$ cat config.mk
export PLATFORM = sky130hd
export DESIGN_NAME = audio_clk_div
export DESIGN_NICKNAME = d
export VERILOG_FILES = /design/src/rtl/aclk_pkg.sv /design/src/rtl/aclk_decode.sv /design/src/rtl/aclk_bit_ctr.sv /design/src/rtl/aclk_frame_ctr.sv /design/src/rtl/audio_clk_div.sv
export SDC_FILE = /design/constraint.sdc
export NUM_CORES = 1
export LEC_CHECK = 0
export ABC_AREA = 1
export BUFFER_PORTS_ARGS = -buffer_cell sky130_fd_sc_hd__buf_2
export CAP_MARGIN = 20
export CORE_UTILIZATION = 40
export CTS_CLUSTER_SIZE = 40
export DETAILED_ROUTE_END_ITERATION = 8
export GPL_TIMING_DRIVEN = 0
export HOLD_SLACK_MARGIN = 0.05
export PLACE_DENSITY = 0.59
export SLEW_MARGIN = 20
export SYNTH_ARGS = -nofsm -noshare
export SYNTH_HDL_FRONTEND = slang
export SYNTH_SLANG_ARGS = --single-unit
$ cat constraint.sdc
create_clock -name clk_i -period 3.15 [get_ports clk_i]
set_clock_uncertainty 0.1 [all_clocks]
set_input_delay 0.315 -clock clk_i [delete_from_list [all_inputs] [get_ports clk_i]]
set_output_delay 0.315 -clock clk_i [all_outputs]
set_load 0.03 [all_outputs]
$ cat src/rtl/aclk_pkg.sv
package aclk_pkg;

    localparam int CFG_W  = 10;
    localparam int CODE_W = 4;
    localparam int FSEL_W = 3;
    localparam int DIV_W  = 4;   // holds the largest division, 8
    localparam int LEN_W  = 9;   // holds the longest frame, 256

    localparam logic [DIV_W-1:0] DEF_DIV = DIV_W'(4);
    localparam logic [LEN_W-1:0] DEF_LEN = LEN_W'(64);

    typedef enum logic [FSEL_W-1:0] {
        FRM_16  = 3'd0,
        FRM_32  = 3'd1,
        FRM_48  = 3'd2,
        FRM_64  = 3'd3,
        FRM_128 = 3'd4,
        FRM_256 = 3'd5,
        FRM_8   = 3'd6,
        FRM_BAD = 3'd7
    } frm_code_e;

    localparam logic [CODE_W-1:0] BCODE_DIV4 = 4'd3;
    localparam logic [CODE_W-1:0] BCODE_DIV8 = 4'd5;

    typedef struct packed {
        logic              soft_rst;
        logic              clk_en;
        logic              rsv;
        logic [FSEL_W-1:0] frm_code;
        logic [CODE_W-1:0] bdiv_code;
    } cfg_t;

    typedef struct packed {
        logic [DIV_W-1:0] div;
        logic [LEN_W-1:0] len;
    } ratio_t;

    function automatic logic [DIV_W-1:0] bclk_ratio(input logic [CODE_W-1:0] code);
        case (code)
            BCODE_DIV8: return DIV_W'(8);
            default:    return DEF_DIV;
        endcase
    endfunction

    function automatic logic [LEN_W-1:0] frame_bits(input logic [FSEL_W-1:0] code);
        case (frm_code_e'(code))
            FRM_16:  return LEN_W'(16);
            FRM_32:  return LEN_W'(32);
            FRM_48:  return LEN_W'(48);
            FRM_64:  return LEN_W'(64);
            FRM_128: return LEN_W'(128);
            FRM_256: return LEN_W'(256);
            FRM_8:   return LEN_W'(8);
            default: return DEF_LEN;
        endcase
    endfunction

    function automatic logic codes_ok(input cfg_t c);
        return ((c.bdiv_code == BCODE_DIV4) || (c.bdiv_code == BCODE_DIV8))
            && (frm_code_e'(c.frm_code) != FRM_BAD) && !c.rsv;
    endfunction

endpackage

$ cat src/rtl/aclk_decode.sv
module aclk_decode
    import aclk_pkg::*;
(
    input  cfg_t   cfg_i,
    output ratio_t ratio_o,
    output logic   bad_o
);
    always_comb begin
        ratio_o.div = bclk_ratio(cfg_i.bdiv_code);
        ratio_o.len = frame_bits(cfg_i.frm_code);
        bad_o       = !codes_ok(cfg_i);
    end
endmodule

$ cat src/rtl/aclk_bit_ctr.sv
module aclk_bit_ctr #(
    parameter int W = aclk_pkg::DIV_W
) (
    input  logic         clk_i,
    input  logic         rst_i,
    input  logic         clr_i,
    input  logic [W-1:0] div_i,
    output logic         wrap_o,
    output logic         bclk_o,
    output logic         rise_o,
    output logic         fall_o
);
    logic [W-1:0] mc_q;
    logic [W-1:0] mc_nx;
    logic [W-1:0] half;

    assign half   = div_i >> 1;
    assign wrap_o = (mc_q == div_i - 1'b1);
    assign mc_nx  = wrap_o ? '0 : mc_q + 1'b1;

    always_ff @(posedge clk_i) begin
        if (rst_i || clr_i) begin
            mc_q   <= '0;
            bclk_o <= 1'b0;
            rise_o <= 1'b0;
            fall_o <= 1'b0;
        end else begin
            mc_q   <= mc_nx;
            bclk_o <= (mc_nx >= half);
            rise_o <= (mc_nx == half);
            fall_o <= wrap_o;
        end
    end

    p_count_range_r1: assert property (@(posedge clk_i) disable iff (rst_i)
        mc_q < div_i);
    p_rise_edge_r3: assert property (@(posedge clk_i) disable iff (rst_i)
        rise_o |-> (bclk_o && !$past(bclk_o)));
    p_fall_edge_r3: assert property (@(posedge clk_i) disable iff (rst_i || clr_i)
        $fell(bclk_o) |-> fall_o);
endmodule

$ cat src/rtl/aclk_frame_ctr.sv
module aclk_frame_ctr #(
    parameter int W = aclk_pkg::LEN_W
) (
    input  logic         clk_i,
    input  logic         rst_i,
    input  logic         clr_i,
    input  logic         step_i,
    input  logic [W-1:0] len_i,
    output logic         last_o,
    output logic         ws_o,
    output logic         ws_rise_o,
    output logic         start_o
);
    logic [W-1:0] bc_q;
    logic [W-1:0] bc_nx;
    logic [W-1:0] half;

    assign half   = len_i >> 1;
    assign last_o = (bc_q == len_i - 1'b1);
    assign bc_nx  = last_o ? '0 : bc_q + 1'b1;

    always_ff @(posedge clk_i) begin
        if (rst_i || clr_i) begin
            bc_q      <= '0;
            ws_o      <= 1'b0;
            ws_rise_o <= 1'b0;
            start_o   <= 1'b0;
        end else if (step_i) begin
            bc_q      <= bc_nx;
            ws_o      <= (bc_nx >= half);
            ws_rise_o <= (bc_nx == half);
            start_o   <= last_o;
        end else begin
            ws_rise_o <= 1'b0;
            start_o   <= 1'b0;
        end
    end

    p_ws_on_step_r2: assert property (@(posedge clk_i) disable iff (rst_i || clr_i)
        !$stable(ws_o) |-> $past(step_i));
    p_bit_range_r2: assert property (@(posedge clk_i) disable iff (rst_i)
        bc_q < len_i);
endmodule

$ cat src/rtl/audio_clk_div.sv
module audio_clk_div
    import aclk_pkg::*;
(
    input  logic             clk_i,
    input  logic             rst_i,
    input  logic [CFG_W-1:0] cfg_i,
    output logic             mclk_o,
    output logic             bclk_o,
    output logic             ws_o,
    output logic             bclk_rise_o,
    output logic             bclk_fall_o,
    output logic             ws_rise_o,
    output logic             frame_start_o,
    output logic             cfg_err_o
);
    cfg_t   cfg;
    ratio_t req_ratio;
    ratio_t cur_ratio;
    logic   req_bad;
    logic   active;
    logic   bit_wrap;
    logic   last_bit;
    logic   frame_end;
    logic   run_q;
    logic   gate_q;

    assign cfg       = cfg_t'(cfg_i);
    assign active    = cfg.clk_en && !cfg.soft_rst;
    assign frame_end = bit_wrap && last_bit;

    aclk_decode u_dec (
        .cfg_i   (cfg),
        .ratio_o (req_ratio),
        .bad_o   (req_bad)
    );

    // ratio in use: follows the request while idle, else only at a frame end
    always_ff @(posedge clk_i) begin
        if (rst_i)
            cur_ratio <= '{div: DEF_DIV, len: DEF_LEN};
        else if (!active || frame_end)
            cur_ratio <= req_ratio;
    end

    always_ff @(posedge clk_i) begin
        if (rst_i || cfg.soft_rst)
            cfg_err_o <= 1'b0;
        else if (req_bad)
            cfg_err_o <= 1'b1;
    end

    aclk_bit_ctr #(.W(DIV_W)) u_bit (
        .clk_i  (clk_i),
        .rst_i  (rst_i),
        .clr_i  (!active),
        .div_i  (cur_ratio.div),
        .wrap_o (bit_wrap),
        .bclk_o (bclk_o),
        .rise_o (bclk_rise_o),
        .fall_o (bclk_fall_o)
    );

    aclk_frame_ctr #(.W(LEN_W)) u_frm (
        .clk_i     (clk_i),
        .rst_i     (rst_i),
        .clr_i     (!active),
        .step_i    (bit_wrap),
        .len_i     (cur_ratio.len),
        .last_o    (last_bit),
        .ws_o      (ws_o),
        .ws_rise_o (ws_rise_o),
        .start_o   (frame_start_o)
    );

    // gate enable moves only while the master clock is low
    always_ff @(posedge clk_i) begin
        if (rst_i) run_q <= 1'b0;
        else       run_q <= active;
    end

    always_ff @(negedge clk_i) begin
        gate_q <= run_q;
    end

    assign mclk_o = clk_i & gate_q;

    p_ratio_hold_r8: assert property (@(posedge clk_i) disable iff (rst_i)
        (active && !frame_end) |=> $stable(cur_ratio));
    p_err_sticky_r7: assert property (@(posedge clk_i) disable iff (rst_i)
        (cfg_err_o && !cfg.soft_rst) |=> cfg_err_o);
    p_idle_quiet_r4: assert property (@(posedge clk_i) disable iff (rst_i)
        !cfg.clk_en |=> (!bclk_o && !ws_o && !frame_start_o));
    p_srst_quiet_r5: assert property (@(posedge clk_i) disable iff (rst_i)
        cfg.soft_rst |=> (!bclk_o && !ws_o && !cfg_err_o && !bclk_rise_o));
    p_strobe_excl_r3: assert property (@(posedge clk_i) disable iff (rst_i)
        !(bclk_rise_o && bclk_fall_o));
endmodule

# --- Word level (Yosys, flattened, before mapping) ---
# Index checks and enable logic that the tools add are counted.
totals:
  regBits: 35
  in_bits: 12
  out_inout_bits: 8
  elab_cells: 50
classes:
  add_sub_neg: 4
  n_lt_le_gt_ge: 2
  n_eq_ne: 12
  mux: 4
  n_bitwise: 2
  reduce_logical: 13
ops:
  columns: ["cell", "n"]
  rows:
  - ["$pmux W9 S6", 1]
  - ["$add A9 B1 Y9 const B", 1]
  - ["$eq A3 B3 Y1 const B", 3]
  - ["$eq A9 B8 Y1", 1]
  - ["$eq A9 B9 Y1", 1]
  - ["$ge A9 B8 Y1", 1]
  - ["$mux W9", 1]
  - ["$sub A9 B1 Y9 const B", 1]
  - ["$mux W4", 2]
  - ["$add A4 B1 Y4 const B", 1]
  - ["$eq A4 B2 Y1 const B", 1]
  - ["$eq A4 B3 Y1", 1]
  - ["$eq A4 B3 Y1 const B", 1]
  - ["$eq A4 B4 Y1", 1]
  - ["$ge A4 B3 Y1", 1]
  - ["$logic_and A1 B1 Y1", 4]
  - ["$logic_or A1 B1 Y1", 4]
  - ["$sub A4 B1 Y4 const B", 1]
  - ["$eq A3 B1 Y1 const B", 1]
  - ["$eq A3 B2 Y1 const B", 1]
  - ["$logic_not A1 Y1", 3]
  - ["$logic_not A3 Y1", 1]
  - ["$ne A3 B3 Y1 const B", 1]
  - ["$reduce_or A2 Y1", 1]
  - ["other kinds (2)", 2]

# --- Depth between registers and ports, before layout ---
logic_depth:
  word_depth: 5
  ltp_mapped: 20
  ltp_nobuf: 20

# --- Cells and area by module ---
# Synthesis repeated with hierarchy kept, for this count alone.
hier_totals:
  hier_cells: 388
  area_unflattened_um2: 2489.9
modules_own_cells:
  columns: ["mod", "instances", "cells_each", "area_each_um2", "seq_area_each_um2"]
  rows:
  - ["aclk_frame_ctr", 1, 194, 1178.6, 240.2]
  - ["audio_clk_div", 1, 94, 688.2, 320.3]
  - ["aclk_bit_ctr", 1, 68, 480.5, 140.1]
  - ["aclk_decode", 1, 32, 142.6, 0.0]

==> metrics.md <==
| Metric | Value |
|---|---|
| Crit path kind | reg -> out |
| Inst Count DP | ~330 |
| Commonest cells after routing, fill and taps aside | 55 x nand2_1, 36 x inv_1, 32 x nor2_1, 29 x dfxtp_1, 26 x nand3_1 |
| Vias per cell | between 4 and 5 |
| Starting Density | between 40% and 50% |
| Wire length per cell | between 10 and 15 um |
| Initial drt markers | 93 |
| Die Height | approximately 70 um |
| Slowest-stage cell, CP | dfxtp_1 |
| Via count | 1650 |
| VDD IR max | between 0.0002 and 0.00025 V |
| Layout Nets | around 310 |
| Slew Limit Fails | 0 |
| Worst slack at placement | ~0.29 ns |
| Crit. End Element | primary output |
| First-pass GRT wire length | ~6.5 mm |
| Critical path, cell by cell | nand2_1, inv_1, buf_2 |
| Final Cell Area | about 2100 sq um |
| Ys async rst share | 0% |
| R2R cell count | 16 |
| Die X | just under 70 um |
| Hold Crit Start | cfg_i[9] |
| Initial antenna violation count | 0 |
| Clock transition at path regs | 0.06 ns |
| Max incr delay on CP | ~0.29 ns |
| DRC viols | 0 |
| Critical path launch point type | flop |
| Detailed-placement wirelength estimate | 2.83 mm |
| Max_cap viols | 0 |
| Sequential area share after synthesis | 34.1% |
| Status | finished clean |
| Leakage | 1.03 nW |
| PnR worst setup slack | between 0.1 and 0.15 ns |
| Non-Filler Instances | 338 |
| Layout Utilization | 50.4% |
| Post-layout power | 964 uW |
| Setup Viol. Count Final | 0 |
| FP Rows | 23 |
| Post-synthesis register bit count | 30 |
| Latest clock arrival within the worst-skew pair | ~0.39 ns |
| Worst Path Arrival | 2.60 ns |
| Main synth FF type | dfxtp_1 |
| Syn Area/Cell | about 6.8 sq um |
| Total number of yosys warnings | 0 |
| Vias in the first global route | 1552 |
| CTS tree | yes |
| Most common cell after layout, fill and taps aside | nand2_1 |
| Antenna-violating nets left | 0 |
| Worst slew margin | between 60% and 70% |
| Post-synth EDFFs | 0 |
| Total I/O pin count | 20 |
| Pwr/cell area | between 400 and 500 nW/um^2 |
| DP Area | between 1500 and 2000 sq um |
| Yosys cell types | 28 |
| CP required | about 2.7 ns |
| IO buf count | 19 |
| Setup slack, reg-to-reg | about 0.44 ns |
| Ant diodes | 0 |
| HP Class | in -> reg |
| Die footprint | roughly 4700 sq um |
| Final Wtd Congestion | between 0.7 and 0.8 |
| Final wirelength | 3.78 mm |
| Mapped Area | approximately 1800 sq um |
| Reg2Reg Capture Point | u_frm.ws_o |
| Synthesis-to-layout area growth | 17.9% |
| Largest net degree at the start of global routing | 11 |
| Setup TNS | 0 ns |
| Hold EP | cfg_err_o |
| Maximum fanout along the worst path | 1 |
| Share of layout cells above drive strength 1 | between 10% and 20% |
| GRT overflow | 0 |
| Worst hold slack | about 0.10 ns |
| RSZ-0062 raised after global routing | false |
| Mapped Cells | 258 |
| Tot GR Track Use | around 20% |
| Count of TritonRoute iterations in the first routing pass | 4 |
| Setup Fix Bufs, Post-CTS | 0 |
| Synthesized Nets | 282 |
| Worst r2r src | cur_ratio[3] |
| Final Hold Viols | 0 |
| Least-Margin Pin Slew | a little over 0.5 ns |
| Hold Path Depth | 3 |
| Core region area | 4120 sq um |
[worst max-delay path by stage]
stage                      start    endpoint  slack [ns]  cells past startpoint
finish                    gate_q      mclk_o        0.14                      3
floorplan                 gate_q      mclk_o        0.65                      2
global placement    cur_ratio[3]  u_frm.ws_o        0.26                     16
CTS                       gate_q      mclk_o        0.14                      3
detailed placement  cur_ratio[3]  u_frm.ws_o        0.29                     16
global route              gate_q      mclk_o        0.09                      3
[cell families (layout without fill, tap and decap cells)]
family / Yosys count / in the layout / share of synthesized area, %
compound gates: 33 / 33 / 9.81
xor+xnor: 9 / 9 / 4.48
fa+ha+maj: 12 / 12 / 8.53
buf+inv: 42 / 72 / 9.46
flops: 30 / 30 / 34.1
simple gates: 132 / 132 / 33.6
[cell usage after synthesis, types with 2 or more instances]
| cell type | count | share of area (%) |
|---|---|---|
| a21oi_1 | 15 | 4.3 |
| a31oi_1 | 2 | 0.71 |
| clkbuf_1 | 2 | 0.43 |
| dfxtp_1 | 30 | 34 |
| ha_1 | 12 | 8.5 |
| inv_1 | 36 | 7.7 |
| inv_2 | 2 | 0.43 |
| nand2_1 | 56 | 12 |
| nand3_1 | 26 | 7.4 |
| nand4_1 | 4 | 1.4 |
| nor2_1 | 32 | 6.8 |
| nor2_2 | 2 | 0.71 |
| nor3_1 | 5 | 1.4 |
| o21ai_0 | 13 | 3.7 |
| xnor2_1 | 4 | 2.0 |
| xor2_1 | 5 | 2.5 |
[sequential cells by signal, summed over array words and instances (netlist names)]
register / flops
gate_q: 1
run_q: 1
u_bit.bclk_o: 1
cfg_err_o: 1
u_frm.bc_q: 9
u_frm.ws_rise_o: 1
u_bit.mc_q: 4
cur_ratio: 8
u_bit.fall_o: 1
u_frm.start_o: 1
u_frm.ws_o: 1
u_bit.rise_o: 1
[per-layer routing]
metal,GRT usage (%),share of wire (%)
met1,22.0,49
met4,6.25,1.4
met5,0,0
met2,32.1,46
met3,10.8,3.8
[worst max-delay path, delay by kind of cell, from the launching register on]
| kind | cells | cell delay (ns) |
|---|---|---|
| flip-flops | 1 | 0.29 |
| buffers and inverters | 2 | 0.22 |
| AND/OR/NAND/NOR | 1 | 0.04 |
[where the power goes]
group | switching [mW] | internal [mW]
logic | 0.0540 | 0.0356
clock network | 0.165 | 0.312
registers | 0.00882 | 0.388
total | 0.228 | 0.736
[final cells by class]
type,count,area (sq um)
fill,419,2040
multi-input combinational,186,995
sequential,30,602
clock inverter,4,41.3
inverter,36,135
timing repair buffer,19,100
tap,50,62.6
buffer,4,23.8
clock buffer,9,115
[what timing repair did]
| action | in CTS | in global routing |
|---|---|---|
| endpoints found under the setup margin | 0 | 1 |
| hold buffers | 1 | 0 |
| endpoints found under the hold margin | 2 | 0 |
| resized for setup | 0 | 2 |
Power figures use the tool's default switching activity.
